--- src/rtl/cmd_interp_pkg.sv ---
package cmd_interp_pkg;
  typedef enum logic [2:0] {
    M_READ, M_PSET, M_PROG, M_PVER, M_ESET, M_ERASE, M_EVER
  } mode_t;

  localparam logic [7:0] OP_READ = 8'h00;
  localparam logic [7:0] OP_PSET = 8'h40;
  localparam logic [7:0] OP_PVER = 8'hC0;
  localparam logic [7:0] OP_ESET = 8'h20;
  localparam logic [7:0] OP_EVER = 8'hA0;
  localparam logic [7:0] OP_RST  = 8'hFF;

  // plain command decode; anything unknown falls back to read
  function automatic mode_t decode_op(input logic [7:0] op);
    case (op)
      OP_PSET: return M_PSET;
      OP_PVER: return M_PVER;
      OP_ESET: return M_ESET;
      OP_EVER: return M_EVER;
      default: return M_READ;
    endcase
  endfunction
endpackage

--- src/rtl/cmd_wr_edge.sv ---
module cmd_wr_edge (
  input  logic clk,
  input  logic rst_n,
  input  logic ce_n,
  input  logic we_n,
  input  logic hv_present,
  input  logic supply_ok,
  output logic wr_start,
  output logic wr_end
);
  logic low_now, ok, low_q;

  assign low_now = ~ce_n & ~we_n;
  assign ok      = hv_present & supply_ok;

  always_ff @(posedge clk or negedge rst_n) begin
    if (!rst_n) low_q <= 1'b0;
    else        low_q <= low_now & ok;
  end

  assign wr_start = low_now & ok & ~low_q;
  assign wr_end   = low_q & ~low_now & ok;

  AST_START_END_EXCL: assert property (@(posedge clk) disable iff (!rst_n)
    !(wr_start && wr_end));
  AST_END_AFTER_START: assert property (@(posedge clk) disable iff (!rst_n)
    wr_start |=> !wr_start);
endmodule

--- src/rtl/cmd_fsm.sv ---
module cmd_fsm
  import cmd_interp_pkg::*;
#(
  parameter int AW = 18,
  parameter int DW = 8
) (
  input  logic          clk,
  input  logic          rst_n,
  input  logic          hv_present,
  input  logic          wr_start,
  input  logic          wr_end,
  input  logic [AW-1:0] addr,
  input  logic [DW-1:0] din,
  output mode_t         mode,
  output logic [AW-1:0] lat_addr,
  output logic [DW-1:0] lat_data
);
  localparam int OPW = (DW < 8) ? DW : 8;

  mode_t         mode_q, mode_d;
  logic [AW-1:0] addr_pend;
  logic [7:0]    op;
  logic          take_addr, take_data;

  assign op = 8'(din[OPW-1:0]);

  always_comb begin
    mode_d    = mode_q;
    take_addr = 1'b0;
    take_data = 1'b0;
    if (!hv_present) begin
      mode_d = M_READ;
    end else if (wr_end) begin
      case (mode_q)
        M_PSET: begin
          mode_d    = M_PROG;
          take_addr = 1'b1;
          take_data = 1'b1;
        end
        M_ESET:  mode_d = (op == OP_ESET) ? M_ERASE : decode_op(op);
        default: mode_d = decode_op(op);
      endcase
      if (mode_q != M_PSET && mode_d == M_EVER) take_addr = 1'b1;
    end
  end

  always_ff @(posedge clk or negedge rst_n) begin
    if (!rst_n) begin
      mode_q    <= M_READ;
      addr_pend <= '0;
      lat_addr  <= '0;
      lat_data  <= '1;
    end else begin
      mode_q <= mode_d;
      if (wr_start)  addr_pend <= addr;
      if (take_addr) lat_addr  <= addr_pend;
      if (take_data) lat_data  <= din;
    end
  end

  assign mode = mode_q;

  AST_HV_LOW_READ: assert property (@(posedge clk) disable iff (!rst_n)
    !hv_present |=> mode_q == M_READ);
  AST_PROG_FROM_SETUP: assert property (@(posedge clk) disable iff (!rst_n)
    (mode_q != M_PROG && mode_d == M_PROG) |-> mode_q == M_PSET);
  AST_ERASE_FROM_SETUP: assert property (@(posedge clk) disable iff (!rst_n)
    (mode_q != M_ERASE && mode_d == M_ERASE) |-> mode_q == M_ESET);
  AST_READ_NO_STROBE: assert property (@(posedge clk) disable iff (!rst_n)
    mode_q == M_READ |=> (mode_q != M_PROG && mode_q != M_ERASE));
  AST_ADDR_HELD_IDLE: assert property (@(posedge clk) disable iff (!rst_n)
    !wr_end |=> $stable(lat_addr));
endmodule

--- src/rtl/cmd_id_out.sv ---
module cmd_id_out #(
  parameter int              DW     = 8,
  parameter logic [DW-2:0]   MFR_ID = 'h42,
  parameter logic [DW-2:0]   DEV_ID = 'h43
) (
  input  logic          ce_n,
  input  logic          oe_n,
  input  logic          id_volt,
  input  logic          sel,
  output logic          dq_oe,
  output logic          id_en,
  output logic [DW-1:0] id_byte
);
  localparam logic [DW-1:0] MFR_BYTE = {~^MFR_ID, MFR_ID};
  localparam logic [DW-1:0] DEV_BYTE = {~^DEV_ID, DEV_ID};

  assign dq_oe   = ~ce_n & ~oe_n;
  assign id_en   = dq_oe & id_volt;
  assign id_byte = id_en ? (sel ? DEV_BYTE : MFR_BYTE) : '0;

  always_comb begin
    if (id_en) begin
      AST_ID_ODD_PARITY: assert (^id_byte == 1'b1);
    end
  end
endmodule

--- src/rtl/cmd_interp.sv ---
module cmd_interp
  import cmd_interp_pkg::*;
#(
  parameter int            AW     = 18,
  parameter int            DW     = 8,
  parameter logic [DW-2:0] MFR_ID = 'h42,
  parameter logic [DW-2:0] DEV_ID = 'h43
) (
  input  logic          clk,
  input  logic          rst_n,
  input  logic          ce_n,
  input  logic          oe_n,
  input  logic          we_n,
  input  logic [AW-1:0] addr,
  input  logic [DW-1:0] din,
  input  logic          hv_present,
  input  logic          id_volt,
  input  logic          supply_ok,
  output logic          arr_prog,
  output logic          arr_erase,
  output logic          arr_pverify,
  output logic          arr_everify,
  output logic [AW-1:0] arr_addr,
  output logic [DW-1:0] arr_data,
  output logic          dq_oe,
  output logic          id_en,
  output logic [DW-1:0] id_byte
);
  logic  wr_start, wr_end;
  mode_t mode;

  cmd_wr_edge u_edge (
    .clk(clk), .rst_n(rst_n), .ce_n(ce_n), .we_n(we_n),
    .hv_present(hv_present), .supply_ok(supply_ok),
    .wr_start(wr_start), .wr_end(wr_end)
  );

  cmd_fsm #(.AW(AW), .DW(DW)) u_fsm (
    .clk(clk), .rst_n(rst_n), .hv_present(hv_present),
    .wr_start(wr_start), .wr_end(wr_end), .addr(addr), .din(din),
    .mode(mode), .lat_addr(arr_addr), .lat_data(arr_data)
  );

  cmd_id_out #(.DW(DW), .MFR_ID(MFR_ID), .DEV_ID(DEV_ID)) u_id (
    .ce_n(ce_n), .oe_n(oe_n), .id_volt(id_volt), .sel(addr[0]),
    .dq_oe(dq_oe), .id_en(id_en), .id_byte(id_byte)
  );

  assign arr_prog    = (mode == M_PROG);
  assign arr_erase   = (mode == M_ERASE);
  assign arr_pverify = (mode == M_PVER);
  assign arr_everify = (mode == M_EVER);

  AST_LOCKOUT_HOLD: assert property (@(posedge clk) disable iff (!rst_n)
    (!supply_ok && hv_present) |=> $stable(mode));
  AST_ONE_STROBE: assert property (@(posedge clk) disable iff (!rst_n)
    $countones({arr_prog, arr_erase, arr_pverify, arr_everify}) <= 1);
endmodule

--- config.mk ---
export PLATFORM = sky130hd
export DESIGN_NAME = cmd_interp
export DESIGN_NICKNAME = d
export VERILOG_FILES = /design/src/rtl/cmd_interp_pkg.sv /design/src/rtl/cmd_wr_edge.sv /design/src/rtl/cmd_fsm.sv /design/src/rtl/cmd_id_out.sv /design/src/rtl/cmd_interp.sv
export SDC_FILE = /design/constraint.sdc
export NUM_CORES = 1
export LEC_CHECK = 0
export BUFFER_PORTS_ARGS = -buffer_cell sky130_fd_sc_hd__buf_2
export CAP_MARGIN = 10
export CORE_ASPECT_RATIO = 1.75
export CORE_UTILIZATION = 53
export DETAILED_ROUTE_END_ITERATION = 6
export MAX_ROUTING_LAYER = met4
export PLACE_DENSITY = 0.84
export SLEW_MARGIN = 40
export SYNTH_ARGS = -nofsm -noshare
export SYNTH_HDL_FRONTEND = slang
export SYNTH_SLANG_ARGS = --single-unit
--- constraint.sdc ---
create_clock -name clk -period 3.6 [get_ports clk]
set_input_delay 0.54 -clock clk [delete_from_list [all_inputs] [get_ports clk]]
set_output_delay 0.54 -clock clk [all_outputs]
set_load 0.05 [all_outputs]
==> reports/qor.txt <==
Status - complete, no violations
Main combinational cell family by area after synthesis - multiplexers
Vias in the first global route - 1465
Critical Path Source - din[3]
CTS root buf - clkbuf_8
Detailed-route via count - 1325
DRT Pass-1 Iters - 4
Max Cap Violations - 0
Final cycle utilization of the critical path - 0.630
Share of cells above drive strength 1 - 0.635
Final Skew - 3.46 ps
Clk slew on worst S/H paths - 80 ps
Synth top area share - 0.482
CTS buffer count - 5
Sequential fraction of the synthesis area - 0.583
Number of distinct library cells after synthesis - 30
Synth area leader - dfrtp_1
Crit path max fanout - 18
FF-to-FF End - u_fsm.lat_addr[1]
Total grt overflow - 0
Finish-stage setup viols - 0
ANT nets after route - 0
Syn. warnings - 0
Worst min path class - primary input to async pin
HPWL after DPL - 2830 µm
Slew of the pin with the lowest slew margin - 744 ps
Post-CTS Hold Buffers - 0
Cells on worst reg2reg path - 3
Slew HR - 0.503
Cell Area, Synth - 0.00208 mm²
Reg2reg start - u_fsm.mode[1]
Iteration-0 DRC Markers - 21
Initial antenna violation count - 0
Startpoint Class - primary input
WL/cell - 14.8 µm
Post-synthesis mux area share - 0.257
Ant diodes - 0
Most frequent cells in the layout - 68 x buf_2, 40 x dfrtp_1, 34 x mux2_2, 10 x mux2_4, 8 x dfstp_2
Fmax - 441 MHz
Final hold vios - 0
Post-CTS setup buffer count - 0
CTS tree - built
Port bufs - 69
Synth Area in Adders - 0
Die ar. - 0.00418 mm²
Xor and xnor fraction of the mapped netlist area - 0
Std-Cell Rows - 29
Number of H-tree levels - 2
Crit path arrival time - 2450 ps
Sum Neg Setup Slack - 0 ps
Core Footprint - 0.00370 mm²
CTS resizes - 0
Complex-gate fraction of the synthesized area - 0.0355
Clock sinks - 48
Critical Path RT - 3780 ps
CP endpoint - u_fsm.lat_addr[1]
Crit path kind - primary input to register
Die Ht - 84.8 µm
Clock Latency Late Sink - 290 ps
Max IR drop VDD - 0.386 mV
Post-synthesis register bit count - 48
Gpl congestion - 0.799
IO Pins - 74
Synth Area in Simple Gates - 0.0867
Hold WS - 243 ps
First-pass GRT wire length - 6620 µm
Leak pwr - 0.00130 µW
NumNets Final - 241
Largest net degree at the start of global routing - 49
Most common cell after layout, fill and taps aside - buf_2
PwrDens - 405 mW/mm²
# DRC - 0
WL final - 3750 µm
Initial core utilization - 0.561
GR Util All Layers - 0.217
Syn Area/Cell - 15.3 µm²
Cells after Synth - 136
Fin area - 0.00251 mm²
Placed Area - 0.00243 mm²
Via/cell ratio - 5.22
DIE WIDTH - 49.3 µm
Synth top area cells - dfrtp_1 48%, mux2_2 18%, dfstp_2 10%
Final Max Slew Viols - 0
Synthesis-to-layout area growth - 21.1%
RSZ-0062 raised after global routing - false
R2R setup slack - 1460 ps
Minimum clock period - 2270 ps
Setup crit end kind - register
Clock buffer depth - 2
logic make-up (layout without fill, tap and decap cells):
logic type | count (synthesis) | in the layout
muxes | 44 | 44
DFF | 48 | 48
AOI/OAI and AO/OA | 10 | 10
other | 1 | 4
buffers and inverters | 9 | 78
and+or+nand+nor | 24 | 24
Yosys cell counts:
library cell / n
buf_4: 6
nand4bb_4: 1
dfrtp_1: 40
o21ai_0: 4
nand2b_1: 1
o2111ai_1: 1
a31oi_1: 1
a21oi_4: 1
conb_1: 1
nor3b_1: 2
buf_2: 2
o21a_1: 1
and3b_1: 3
nand3_1: 3
nor4_2: 1
mux2_4: 10
or4_4: 1
nor3_1: 2
dfstp_2: 8
and2_1: 1
or3b_2: 1
and3_1: 1
nor2_1: 3
a21oi_1: 1
and2b_1: 1
nand2_1: 1
buf_12: 1
a32o_1: 1
mux2_2: 34
nor2b_1: 2
per-layer routing:
layer	vias up	global-route usage	wire, µm
li1	619	-	-
met1	658	0.251	1430
met2	44	0.361	2080
met3	4	0.0323	167
met4	0	0.110	66
met5	-	-	0
where the power goes:
group / leakage (µW) / switching [µW] / internal (µW) / total (µW)
combinational: 0.000652 / 57.1 / 55.8 / 113
clock: 0.0000395 / 158 / 138 / 296
sequential: 0.000606 / 24.0 / 586 / 610
total: 0.00130 / 239 / 780 / 1020
worst max-delay path, stage by stage:
cell       delay (ps)
buf_2             110
or4_4             540
nand4bb_4         220
a21oi_4           630
mux2_2            410
state kept, by name, indices dropped and copies added (netlist names):
signal and flops:
u_fsm.addr_pend 18, u_fsm.mode 3, u_edge.low_q 1, u_fsm.lat_data 8
u_fsm.lat_addr 18
worst min-delay path by stage:
| stage | startpoint | endpoint | slack [ps] | cells past startpoint |
|---|---|---|---|---|
| 2_1_floorplan | rst_n | u_edge.low_q | 240 | 0 |
| 3_3_place_gp | u_fsm.addr_pend[3] | u_fsm.lat_addr[3] | 480 | 1 |
| 3_5_place_dp | u_fsm.addr_pend[6] | u_fsm.lat_addr[6] | 490 | 1 |
| 4_1_cts | rst_n | u_fsm.lat_addr[15] | 260 | 1 |
| 5_1_grt | rst_n | u_fsm.lat_addr[16] | 290 | 1 |
| 6_report | rst_n | u_fsm.addr_pend[11] | 240 | 1 |
metrics by stage:
step	utilization	power [µW]	setup WS [ps]	cells
3_5_place_dp	0.658	736	1020	246
3_3_place_gp	0.655	724	1060	245
5_1_grt	0.680	1070	1280	254
4_1_cts	0.680	1040	1330	254
6_report	0.680	1020	1330	254
2_1_floorplan	-	688	440	139
final cells by class:
cell class | count | area (µm²)
fill | 289 | 1190
clock buffer | 8 | 80.1
sequential | 48 | 1210
tap | 46 | 57.6
multi-input combinational | 82 | 811
timing repair buffer | 70 | 355
No activity file was read; power rests on OpenSTA's default activity.
